==> config.mk <==
export PLATFORM = sky130hd
export DESIGN_NAME = tcore_top
export DESIGN_NICKNAME = d
export VERILOG_FILES = /design/src/rtl/tcore_pkg.sv /design/src/rtl/tcore_imem.sv /design/src/rtl/tcore_regfile.sv /design/src/rtl/tcore_alu.sv /design/src/rtl/tcore_top.sv
export SDC_FILE = /design/constraint.sdc
export NUM_CORES = 1
export LEC_CHECK = 0
export ABC_AREA = 0
export BUFFER_PORTS_ARGS = -buffer_cell sky130_fd_sc_hd__buf_2
export CORE_MARGIN = 3
export CORE_UTILIZATION = 60
export DETAILED_ROUTE_END_ITERATION = 7
export PLACE_DENSITY = 0.85
export REMOVE_ABC_BUFFERS = 1
export SLEW_MARGIN = 20
export SYNTH_ARGS = -nofsm -noshare
export SYNTH_HDL_FRONTEND = slang
export SYNTH_SLANG_ARGS = --single-unit
==> constraint.sdc <==
create_clock -name clk -period 5.6 [get_ports clk]
set_input_delay 0.56 -clock clk [delete_from_list [all_inputs] [get_ports clk]]
set_output_delay 0.56 -clock clk [all_outputs]
set_load 0.005 [all_outputs]
==> src/rtl/tcore_pkg.sv <==
`timescale 1ns/1ps
package tcore_pkg;
    localparam int INSN_W = 8;
    localparam int RIDX_W = 3;
    localparam int NREG   = 1 << RIDX_W;
    localparam int IMM_W  = 4;

    typedef enum logic [1:0] {
        OP_MOV = 2'd0,
        OP_ADD = 2'd1,
        OP_XOR = 2'd2
    } op_e;

    function automatic op_e decode_op(input logic [INSN_W-1:0] insn);
        if (!insn[7])      return OP_MOV;
        else if (!insn[6]) return OP_ADD;
        else               return OP_XOR;
    endfunction
endpackage

==> src/rtl/tcore_imem.sv <==
`timescale 1ns/1ps
module tcore_imem #(
    parameter int AW = 5,
    parameter int DW = 8
) (
    input  logic          clk,
    input  logic          rst,
    input  logic          load_en,
    input  logic [AW-1:0] load_addr,
    input  logic [DW-1:0] load_data,
    input  logic [AW-1:0] rd_addr,
    output logic [DW-1:0] rd_data
);
    localparam int DEPTH = 1 << AW;

    logic [DEPTH-1:0][DW-1:0] mem_d, mem_q;

    always_comb begin
        mem_d = mem_q;
        if (load_en) mem_d[load_addr] = load_data;
    end

    always_ff @(posedge clk) begin
        mem_q <= mem_d;
    end

    assign rd_data = mem_q[rd_addr];

    assert_load_lands_R10: assert property (@(posedge clk) disable iff (!rst && !load_en && 1'b0)
        load_en |=> mem_q[$past(load_addr)] == $past(load_data));
endmodule

==> src/rtl/tcore_regfile.sv <==
`timescale 1ns/1ps
module tcore_regfile #(
    parameter int W  = 8,
    parameter int IW = 3
) (
    input  logic          clk,
    input  logic          rst,
    input  logic [IW-1:0] ra_addr,
    output logic [W-1:0]  ra_data,
    input  logic [IW-1:0] rb_addr,
    output logic [W-1:0]  rb_data,
    input  logic          wr_en,
    input  logic [IW-1:0] wr_addr,
    input  logic [W-1:0]  wr_data,
    input  logic [IW-1:0] dbg_addr,
    output logic [W-1:0]  dbg_data
);
    localparam int N = 1 << IW;

    logic [N-1:0][W-1:0] regs_d, regs_q;

    always_comb begin
        regs_d = regs_q;
        if (rst)        regs_d = '0;
        else if (wr_en) regs_d[wr_addr] = wr_data;
    end

    always_ff @(posedge clk) begin
        regs_q <= regs_d;
    end

    // reads see the contents before any write pending this cycle
    assign ra_data  = regs_q[ra_addr];
    assign rb_data  = regs_q[rb_addr];
    assign dbg_data = regs_q[dbg_addr];

    assert_hold_without_write_R7: assert property (@(posedge clk) disable iff (rst)
        !wr_en |=> $stable(regs_q));
    assert_write_lands_R7: assert property (@(posedge clk) disable iff (rst)
        wr_en |=> regs_q[$past(wr_addr)] == $past(wr_data));
endmodule

==> src/rtl/tcore_alu.sv <==
`timescale 1ns/1ps
module tcore_alu
    import tcore_pkg::*;
#(
    parameter int W = 8
) (
    input  op_e              op,
    input  logic [W-1:0]     dst_val,
    input  logic [W-1:0]     src_val,
    input  logic [IMM_W-1:0] imm,
    output logic [W-1:0]     result
);
    always_comb begin
        case (op)
            OP_MOV:  result = {{(W-IMM_W){imm[IMM_W-1]}}, imm};
            OP_ADD:  result = dst_val + src_val;
            OP_XOR:  result = dst_val ^ src_val;
            default: result = '0;
        endcase
    end
endmodule

==> src/rtl/tcore_top.sv <==
`timescale 1ns/1ps
module tcore_top
    import tcore_pkg::*;
#(
    parameter int W      = 8,
    parameter int IMEM_AW = 5
) (
    input  logic               clk,
    input  logic               rst,
    input  logic               load_en,
    input  logic [IMEM_AW-1:0] load_addr,
    input  logic [INSN_W-1:0]  load_data,
    input  logic [RIDX_W-1:0]  dbg_addr,
    output logic [W-1:0]       dbg_data
);
    typedef struct packed {
        logic              valid;
        op_e               op;
        logic [RIDX_W-1:0] rd;
        logic [W-1:0]      dst_val;
        logic [W-1:0]      src_val;
        logic [IMM_W-1:0]  imm;
    } exec_t;

    typedef struct packed {
        logic [IMEM_AW-1:0] pc;
        exec_t              ex;
    } state_t;

    state_t st_d, st_q;

    logic [INSN_W-1:0] insn;
    logic [W-1:0]      rd_val, rs_val, wb_data;

    tcore_imem #(.AW(IMEM_AW), .DW(INSN_W)) imem_i (
        .clk(clk), .rst(rst),
        .load_en(load_en), .load_addr(load_addr), .load_data(load_data),
        .rd_addr(st_q.pc), .rd_data(insn)
    );

    tcore_regfile #(.W(W), .IW(RIDX_W)) rf_i (
        .clk(clk), .rst(rst),
        .ra_addr(insn[2:0]), .ra_data(rd_val),
        .rb_addr(insn[5:3]), .rb_data(rs_val),
        .wr_en(st_q.ex.valid), .wr_addr(st_q.ex.rd), .wr_data(wb_data),
        .dbg_addr(dbg_addr), .dbg_data(dbg_data)
    );

    tcore_alu #(.W(W)) alu_i (
        .op(st_q.ex.op), .dst_val(st_q.ex.dst_val), .src_val(st_q.ex.src_val),
        .imm(st_q.ex.imm), .result(wb_data)
    );

    always_comb begin
        st_d = st_q;
        if (rst) begin
            st_d = '0;
        end else begin
            st_d.pc         = st_q.pc + 1'b1;
            st_d.ex.valid   = 1'b1;
            st_d.ex.op      = decode_op(insn);
            st_d.ex.rd      = insn[2:0];
            st_d.ex.dst_val = rd_val;
            st_d.ex.src_val = rs_val;
            st_d.ex.imm     = insn[6:3];
        end
    end

    always_ff @(posedge clk) begin
        st_q <= st_d;
    end

    assert_no_wb_after_reset_R1: assert property (@(posedge clk) disable iff (rst)
        $past(rst) |-> !st_q.ex.valid);
    assert_pc_steps_R8: assert property (@(posedge clk) disable iff (rst)
        !$past(rst) |-> st_q.pc == IMEM_AW'($past(st_q.pc) + 1'b1));
    assert_mov_sign_ext_R2: assert property (@(posedge clk) disable iff (rst)
        (st_q.ex.valid && st_q.ex.op == OP_MOV) |->
            (wb_data[W-1:IMM_W-1] == '0 || wb_data[W-1:IMM_W-1] == '1));
endmodule

**After elaboration in Yosys (flattened, before gate mapping)**

Index checks and enable logic that the tools add are counted.

- Register bits after elaboration: 351
- Bits of input ports: 19

- Add/sub/neg operators: 2
- Eq/ne operators: 2
- Bitwise logic cells: 2
- Order comparisons: 8
- Mux-type cells: 18
- Reductions and logical operators: 4

Operators by type and width:

| kind | number |
|---|---|
| $bwmux W256 | 1 |
| $bmux W8 S3 | 3 |
| $bwmux W64 | 1 |
| $mux W8 | 6 |
| $bmux W8 S5 | 1 |
| $demux W8 S5 | 1 |
| $mux W26 | 1 |
| $demux W8 S3 | 1 |
| $pmux W8 S3 | 1 |
| $lt A3 B4 Y1 const B | 4 |
| $lt A5 B6 Y1 const B | 2 |
| $add A8 B8 Y8 | 1 |
| $xor A8 B8 Y8 | 1 |
| $add A5 B1 Y5 const B | 1 |
| $ge A5 B1 Y1 const B | 1 |
| $mux W2 | 2 |
| $ge A3 B1 Y1 const B | 1 |
| $eq A2 B1 Y1 const B | 1 |
| $eq A2 B2 Y1 const B | 1 |
| $logic_and A1 B1 Y1 | 2 |
| $logic_not A2 Y1 | 1 |
| $reduce_or A2 Y1 | 1 |
| $not A1 Y1 | 1 |

**Longest topological paths before layout**

Gate-level depths: netlist (run 1).

- Depth in word-level cells: 5
- Depth in mapped cells: 12
- Mapped depth without buffers: 10

**Cells and area by module**

From an unflattened synthesis (run 1), not the netlist that was laid out.

- Cell total of the unflattened synthesis: 902
- Area, all modules: 15249.6 µm²

By module, submodules not included:

| module | times used | cells an instance | area an instance (µm²) | seq. area each (µm²) |
|---|---|---|---|---|
| tcore_imem | 1 | 409 | 9893.2 | 7687.4 |
| tcore_regfile | 1 | 359 | 4017.6 | 1281.2 |
| tcore_top | 1 | 73 | 897.1 | 620.6 |
| tcore_alu | 1 | 61 | 441.7 | 0.0 |

**Worst setup path before layout (run 1)**

No wires, ideal clock.

- Kind: input -> output
- From: in dbg_addr[0]
- To: out dbg_data[0]
- Arrival time: 2.311 ns
- Required time: 5.040 ns
- Stages on the path: 4
- Setup slack: 2.729 ns
- Path through: clkbuf_1 buf_1 mux4_2 mux2_2

- Word-level cells in the longest chain between the ends: 2

Ends and longest elaborated chain:

| element | RTL line | RTL |
|---|---|---|
| start, declared | tcore_top.sv:13 | `input logic [RIDX_W-1:0] dbg_addr,` |
| $bmux W8 S3 | tcore_regfile.sv:35 | `assign dbg_data = regs_q[dbg_addr];` |
| $mux W8 (not written as such) | tcore_regfile.sv:35 |  |
| end, declared | tcore_top.sv:14 | `output logic [W-1:0] dbg_data` |

No other way between the ends. The select of a mux whose other input is x is not followed.

**Final worst setup path (run 1)**

- From: reg st_q[27] in the netlist's numbering
- To: reg st_q[13] in the netlist's numbering

- Word-level cells in the longest chain between the ends: 4

Ends and longest elaborated chain:

| element | RTL line | RTL |
|---|---|---|
| start, declared | tcore_top.sv:30 | `state_t st_d, st_q;` |
| start signal, assigned | tcore_top.sv:70 | `st_q <= st_d;` |
| $bmux W8 S5 | tcore_imem.sv:27 | `assign rd_data = mem_q[rd_addr];` |
| $mux W8 (not written as such) | tcore_imem.sv:27 |  |
| $bmux W8 S3 | tcore_regfile.sv:33 | `assign ra_data = regs_q[ra_addr];` |
| $mux W8 (not written as such) | tcore_regfile.sv:33 |  |

No other way between the ends. The select of a mux whose other input is x is not followed.
A chain may end at the register's enable or synchronous reset.

==> reports/qor.csv, run 1 <==
stage;metric;value;unit
synthesis;yosys_warnings;0;
cts;cts_tree;built;
sta;setup_viol;0;
layout;mostFrequentLayoutCells;edfxtp_1, mux2i_1, nor2_1;
layout;stdcell_count;1369;
sta;finalCriticalPeriod;3.69;ns
floorplan;core;24400;um^2
critical_path;arrival;4.10;ns
synthesis;syn-cell-area;14900;um^2
global_route;grt_max_degree;42;
power;leakage;0.00556;uW
min_path;hold_path_depth;2;
layout;syn_to_final_growth;10.5;%
drt;drtPass1Iterations;6;
cts;cts_setup_buffers;0;
critical_path;timing.rr.end;st_q[13]$_SDFF_PP0_;
critical_path;crit_required;6.01;ns
sta;finalHoldViolCount;0;
sta;skew;0.0175;ns
placed_design;dp.cells;1305;
flow_run;drv_cap;0;
synthesis;synth.distinct_cells;53;
floorplan;fp-row-count;57;
drt;via_count;9175;
critical_path;worst-setup-path-type;flop to flop;
synthesis;synth_edf_count;256;
global_route;antenna_found_initial;0;
cts;clkTransAtPathRegs;0.06;ns
outcome;outcome;completed;
floorplan;die_w;164;um
synthesis;synthArstFlopShare;0;%
sta;tightest_slew;1.03;ns
critical_path;crit_start;st_q[27]$_SDFF_PP0_;
layout;drive_above_1_share;16.6;%
placed_design;port_buffers;26;
sta;fmax;271;MHz
cts;clock_path_buffers;3;
global_route;grtUsageTotal;27.1;%
sta;relSlewSlack;30.8;%
layout;final_common_cell;edfxtp_1;
synthesis;ys.flop_type;edfxtp_1;
min_path;hp-start;rst;
critical_path;crit_fanout;34;
min_path;hold_class;primary input to flop;
floorplan;start_util;61.2;%
critical_path;worstSetupStartpointType;flop;
layout;num-fill-cells;1604;
critical_path;ff2ff_setup_slack;1.91;ns
power;ir_drop;326;uV
critical_path;rr_worst_depth;7;
synthesis;syn_inst;998;
drt;drtIter0Drc;1242;
drt;ant_nets;0;
global_route;grt_pass1_wl;54900;um
global_route;grt_pass1_vias;9227;
layout;fin_nets;1047;
cts;worstSkewPairLatency;0.54;ns
sta;min_period_over_period;65.9;%
cts;numClockSinks;351;
layout;antenna_cells;0;
critical_path;cp-end-kind;flop;
drt;post_drt_wl_per_cell;25.7;um
sta;fin_hold_ws;0.520;ns
synthesis;synth_seq_area_share;64.2;%
cts;root_buffer;clkbuf_16;
cts;cts_buffers;36;
placed_design;place_congestion;0.878;
drt;postRouteWirelength;35200;um
cts;cts_hold_buf;0;
floorplan;dieArea;26800;um^2
critical_path;r2r_start;st_q[27]$_SDFF_PP0_;
sta;tns;0;ns
floorplan;pin_count;27;
sta;slew_violations;0;
floorplan;die_h;164;um
sta;rsz0062_at_grt;no;
min_path;whs_endpoint;st_q[20]$_SDFF_PP0_;
synthesis;syn_area_per_cell;15.0;um^2
drt;drcViolationCount;0;
synthesis;ys_ff_latch;351;
cts;htree_num_levels;2;
cts;cts_resized;0;
placed_design;dp_hpwl;21700;um
global_route;gr-total-overflow;0;
power;cellPowerDensity;357;nW/um^2
drt;vias_per_cell;6.70;
-- state kept, by name (all words and copies together), names as in the netlist --
register,flops
st_q,31
imem_i.mem_q,256
rf_i.regs_q,64
-- synth_stat cells (all sizes together), types with 4 or more instances --
cell type,number,area [um^2]
edfxtp,256,7690
mux2i,120,1200
nor2,112,420
dfxtp,95,1900
a211oi,61,458
mux4,59,1330
buf,30,221
clkbuf,29,110
nand2,23,86.3
o22ai,20,125
a21oi,17,85.1
nand3,16,80.1
o221ai,16,140
o21ai,14,70.1
o22a,12,105
a31oi,11,68.8
mux2,10,113
nand3b,9,67.6
or2,9,56.3
ha,8,100
inv,8,30.0
nand2b,8,50.1
a22oi,7,52.6
a21o,5,37.5
nor2b,5,31.3
nor3,5,25.0
xnor2,5,43.8
or3,4,25.0
or3b,4,35.0
-- power breakdown --
part | total [uW] | internal, uW | switching, uW
clock network | 2490 | 1500 | 993
logic | 502 | 202 | 300
registers | 2910 | 2850 | 60.2
total | 5900 | 4550 | 1350
-- critical path, cell delays in order (launching register included) --
cell	delay [ns]
dfxtp_2	0.91
buf_4	0.42
mux4_2	0.38
mux4_2	0.48
mux2i_1	0.46
nand2b_1	0.47
o22ai_1	0.18
or2_1	0.25
-- worst max path at each step --
| stage | endpoint | slack (ns) |
|---|---|---|
| after CTS | st_q[13]$_SDFF_PP0_ | 1.99 |
| after global routing | st_q[11]$_SDFF_PP0_ | 1.76 |
| final | st_q[13]$_SDFF_PP0_ | 1.91 |
| after global placement | st_q[12]$_SDFF_PP0_ | 2.18 |
| after detailed placement | st_q[11]$_SDFF_PP0_ | 2.07 |
| after floorplan | st_q[12]$_SDFF_PP0_ | -0.97 |
-- routing by layer --
layer / part of all wire (%) / track usage (%)
met2: 49 / 44.9
met5: 0 / 0
met3: 8.7 / 4.77
met1: 38 / 36.3
met4: 4.0 / 10.4
-- through the flow --
step | setup slack (ns) | area (um^2) | total power [uW] | util [%]
after floorplan | -0.966 | 14600 | 3280 | -
after global placement | 2.18 | 15300 | 3430 | 62.7
after detailed placement | 2.07 | 15300 | 3450 | 62.7
after CTS | 1.99 | 16500 | 5910 | 67.7
after global routing | 1.76 | 16500 | 6060 | 67.7
final | 1.91 | 16500 | 5900 | 67.7
-- cells by family after synthesis --
group           share of synthesized area [%]
buf+inv                                  2.45
flops                                    64.2
xor+xnor                                0.293
mux                                      17.7
compound gates                           8.27
simple gates                             6.31
fa+ha+maj                               0.804
-- area by class of cell --
| class | count | area [um^2] | area share [%] |
|---|---|---|---|
| Sequential cell | 351 | 9590 | 58.1 |
| Multi-Input combinational cell | 579 | 4990 | 30.2 |
| Clock buffer | 46 | 958 | 5.80 |
| Tap cell | 324 | 405 | 2.45 |
| Clock inverter | 18 | 264 | 1.60 |
| Timing Repair Buffer | 42 | 263 | 1.59 |
| Inverter | 9 | 33.8 | 0.205 |
Note: power is estimated with default switching activity, not from simulation.
==> run 2: changes to the inputs <==
--- a/config.mk
+++ b/config.mk
@@ -8,9 +8,9 @@
 export ABC_AREA = 0
 export BUFFER_PORTS_ARGS = -buffer_cell sky130_fd_sc_hd__buf_2
 export CORE_MARGIN = 3
-export CORE_UTILIZATION = 60
+export CORE_UTILIZATION = 56
 export DETAILED_ROUTE_END_ITERATION = 7
-export PLACE_DENSITY = 0.85
+export PLACE_DENSITY = 0.83
 export REMOVE_ABC_BUFFERS = 1
 export SLEW_MARGIN = 20
 export SYNTH_ARGS = -nofsm -noshare
==> constraint.sdc (replaced) <==
create_clock -name clk -period 3.33 [get_ports clk]
set_input_delay 0.333 -clock clk [delete_from_list [all_inputs] [get_ports clk]]
set_output_delay 0.333 -clock clk [all_outputs]
set_load 0.005 [all_outputs]
==> run 2 against run 1 <==
  * Worst hold slack worse by 0.27 ns
  * Largest cell class unchanged
  * Setup slack lost 1.7 ns
  * Sequential share of layout area shrank 0.39 points
  * Maximum frequency rose by 17%
  * First-iteration DRC count fell by 24%
  * Via count is 0.44% lower
  * Flip-flop and latch count did not move
  * Critical endpoint is now st_q[15]$_SDFF_PP0_
==> reports/qor.csv, run 2 (synthesis gave the netlist of run 1 again) <==
stage;metric;value;unit;change
critical_path;worst-setup-path-type;flop to flop;;unchanged
global_route;grtUsageTotal;24.1;%;was 27.1%
cts;cts_setup_buffers;0;;unchanged
layout;syn_to_final_growth;11.3;%;was 10.5%
flow_run;drv_cap;0;;unchanged
critical_path;r2r_start;st_q[29]$_SDFF_PP0_;;was st_q[27]$_SDFF_PP0_
cts;cts_buffers;37;;was 36
critical_path;worstSetupStartpointType;flop;;unchanged
critical_path;crit_start;st_q[29]$_SDFF_PP0_;;was st_q[27]$_SDFF_PP0_
critical_path;crit_required;3.76;ns;was 6.01 ns
cts;cts_hold_buf;0;;unchanged
drt;vias_per_cell;6.52;;was 6.70
min_path;hp-start;rst;;unchanged
layout;multi_input_area;4990;um^2;unchanged
cts;cts_tree;built;;unchanged
layout;largest_reg_flops;256;;unchanged
power;cellPowerDensity;578;nW/um^2;was 357 nW/um^2
layout;fin_nets;1065;;was 1047
cts;cts_resized;0;;unchanged
global_route;grt_pass1_wl;52900;um;was 54900 um
drt;via_count;9135;;was 9175
floorplan;fp-row-count;59;;was 57
floorplan;die_w;169;um;was 164 um
drt;drcViolationCount;0;;unchanged
cts;root_buffer;clkbuf_16;;unchanged
placed_design;port_buffers;26;;unchanged
sta;layout_setup_ws;0.175;ns;was 1.91 ns
drt;ant_nets;0;;unchanged
placed_design;dp.cells;1333;;was 1305
floorplan;pin_count;27;;unchanged
sta;finalCriticalPeriod;3.16;ns;was 3.69 ns
placed_design;dp_hpwl;21500;um;was 21700 um
sta;tightest_slew;1.04;ns;was 1.03 ns
drt;postRouteWirelength;34100;um;was 35200 um
outcome;outcome;completed;;unchanged
drt;drtPass1Iterations;5;;was 6
layout;drive_above_1_share;17.5;%;was 16.6%
global_route;gr-total-overflow;0;;unchanged
layout;top_register;imem_i.mem_q;;unchanged
layout;num-fill-cells;1814;;was 1604
min_path;hold_class;primary input to flop;;unchanged
critical_path;arrival;3.59;ns;was 4.10 ns
cts;clkTransAtPathRegs;0.06;ns;about the same
placed_design;dp_slack;0.270;ns;was 2.07 ns
sta;relSlewSlack;30.4;%;was 30.8%
power;leakage;0.00561;uW;was 0.00556 uW
critical_path;ff2ff_setup_slack;0.17;ns;was 1.91 ns
layout;final_common_cell;edfxtp_1;;unchanged
floorplan;start_util;57.2;%;was 61.2%
sta;tns;0;ns;unchanged
sta;fmax;317;MHz;was 271 MHz
global_route;grt_pass1_vias;9311;;was 9227
layout;stdcell_count;1401;;was 1369
drt;post_drt_wl_per_cell;24.4;um;was 25.7 um
critical_path;cp_cell_sequence;nor2b_1 -> a22o_1 -> nor3_1 -> nor4_4 -> buf_12 -> mux2i_1 -> o22ai_1 -> or2_1;;was buf_4 -> mux4_2 -> mux4_2 -> mux2i_1 -> nand2b_1 -> o22ai_1 -> or2_1
critical_path;crit_fanout;33;;was 34
layout;reg_top3;imem_i.mem_q: 256 flops, rf_i.regs_q: 64 flops, st_q: 31 flops;;unchanged
sta;rsz0062_at_grt;no;;unchanged
layout;mostFrequentLayoutCells;edfxtp_1, mux2i_1, nor2_1;;unchanged
floorplan;core;26100;um^2;was 24400 um^2
power;ir_drop;525;uV;was 326 uV
sta;setup_viol;0;;unchanged
sta;skew;0.0308;ns;was 0.0175 ns
cts;htree_num_levels;2;;unchanged
layout;antenna_cells;0;;unchanged
floorplan;dieArea;28700;um^2;was 26800 um^2
global_route;antenna_found_initial;0;;unchanged
floorplan;die_h;169;um;was 164 um
layout;regArea;9590;um^2;unchanged
critical_path;crit_slowest_cell;nor2b_1;;was dfxtp_2
placed_design;place_congestion;0.885;;was 0.878
sta;min_period_over_period;94.8;%;was 65.9%
sta;finalHoldViolCount;0;;unchanged
drt;drtIter0Drc;947;;was 1242
cts;numClockSinks;351;;unchanged
critical_path;crit_path_max_incr_delay;0.90;ns;was 0.91 ns
cts;clock_path_buffers;3;;unchanged
global_route;grt_max_degree;47;;was 42
cts;worstSkewPairLatency;0.55;ns;was 0.54 ns
critical_path;cp-end-kind;flop;;unchanged
sta;slew_violations;0;;unchanged
## run 2: layer usage
| layer | share of wire (%) | global-route usage, % |
|---|---|---|
| met4 | 2.7 | 8.53 |
| met3 | 8.3 | 4.78 |
| met5 | 0 | 0 |
| met1 | 40 | 32.9 |
| met2 | 49 | 39.2 |
## run 2: worst paths after layout
kind	end	depth (start not counted)
min	st_q[0]$_SDFF_PP0_	2
min reg2reg	rf_i.regs_q[13]$_SDFFE_PP0P_	2
max reg2reg	st_q[15]$_SDFF_PP0_	8
max	st_q[15]$_SDFF_PP0_	8
## run 2: where the power goes
group	switching, uW	internal [uW]
sequential	80.3	4790
clock	1670	2190
combinational	517	359
## run 2: critical path, delay by kind of cell (launching register included)
| family | cells | cell delay, ns |
|---|---|---|
| flops | 1 | 0.51 |
| buf+inv | 1 | 0.29 |
| compound gates | 2 | 0.37 |
| mux | 1 | 0.28 |
| simple gates | 4 | 1.59 |
## run 2: through the flow
stage | area [um^2] | total power [uW] | utilization, % | hold WS (ns)
5_1_grt | 16600 | 9900 | 63.6 | 0.270
3_3_place_gp | 15500 | 5790 | 59.2 | 0.514
6_report | 16600 | 9610 | 63.6 | 0.251
4_1_cts | 16600 | 9630 | 63.6 | 0.231
3_5_place_dp | 15500 | 5820 | 59.2 | 0.521
2_1_floorplan | 14600 | 5510 | - | 0.400
## run 2: final cells by class
cell class | instances | area share (%)
well taps | 335 | 2.52
clock buffers | 51 | 5.95
multi-input cells | 579 | 30.0
inverters | 9 | 0.203
repair buffers | 59 | 2.65
flip-flops and latches | 351 | 57.7
clock inverters | 17 | 0.933
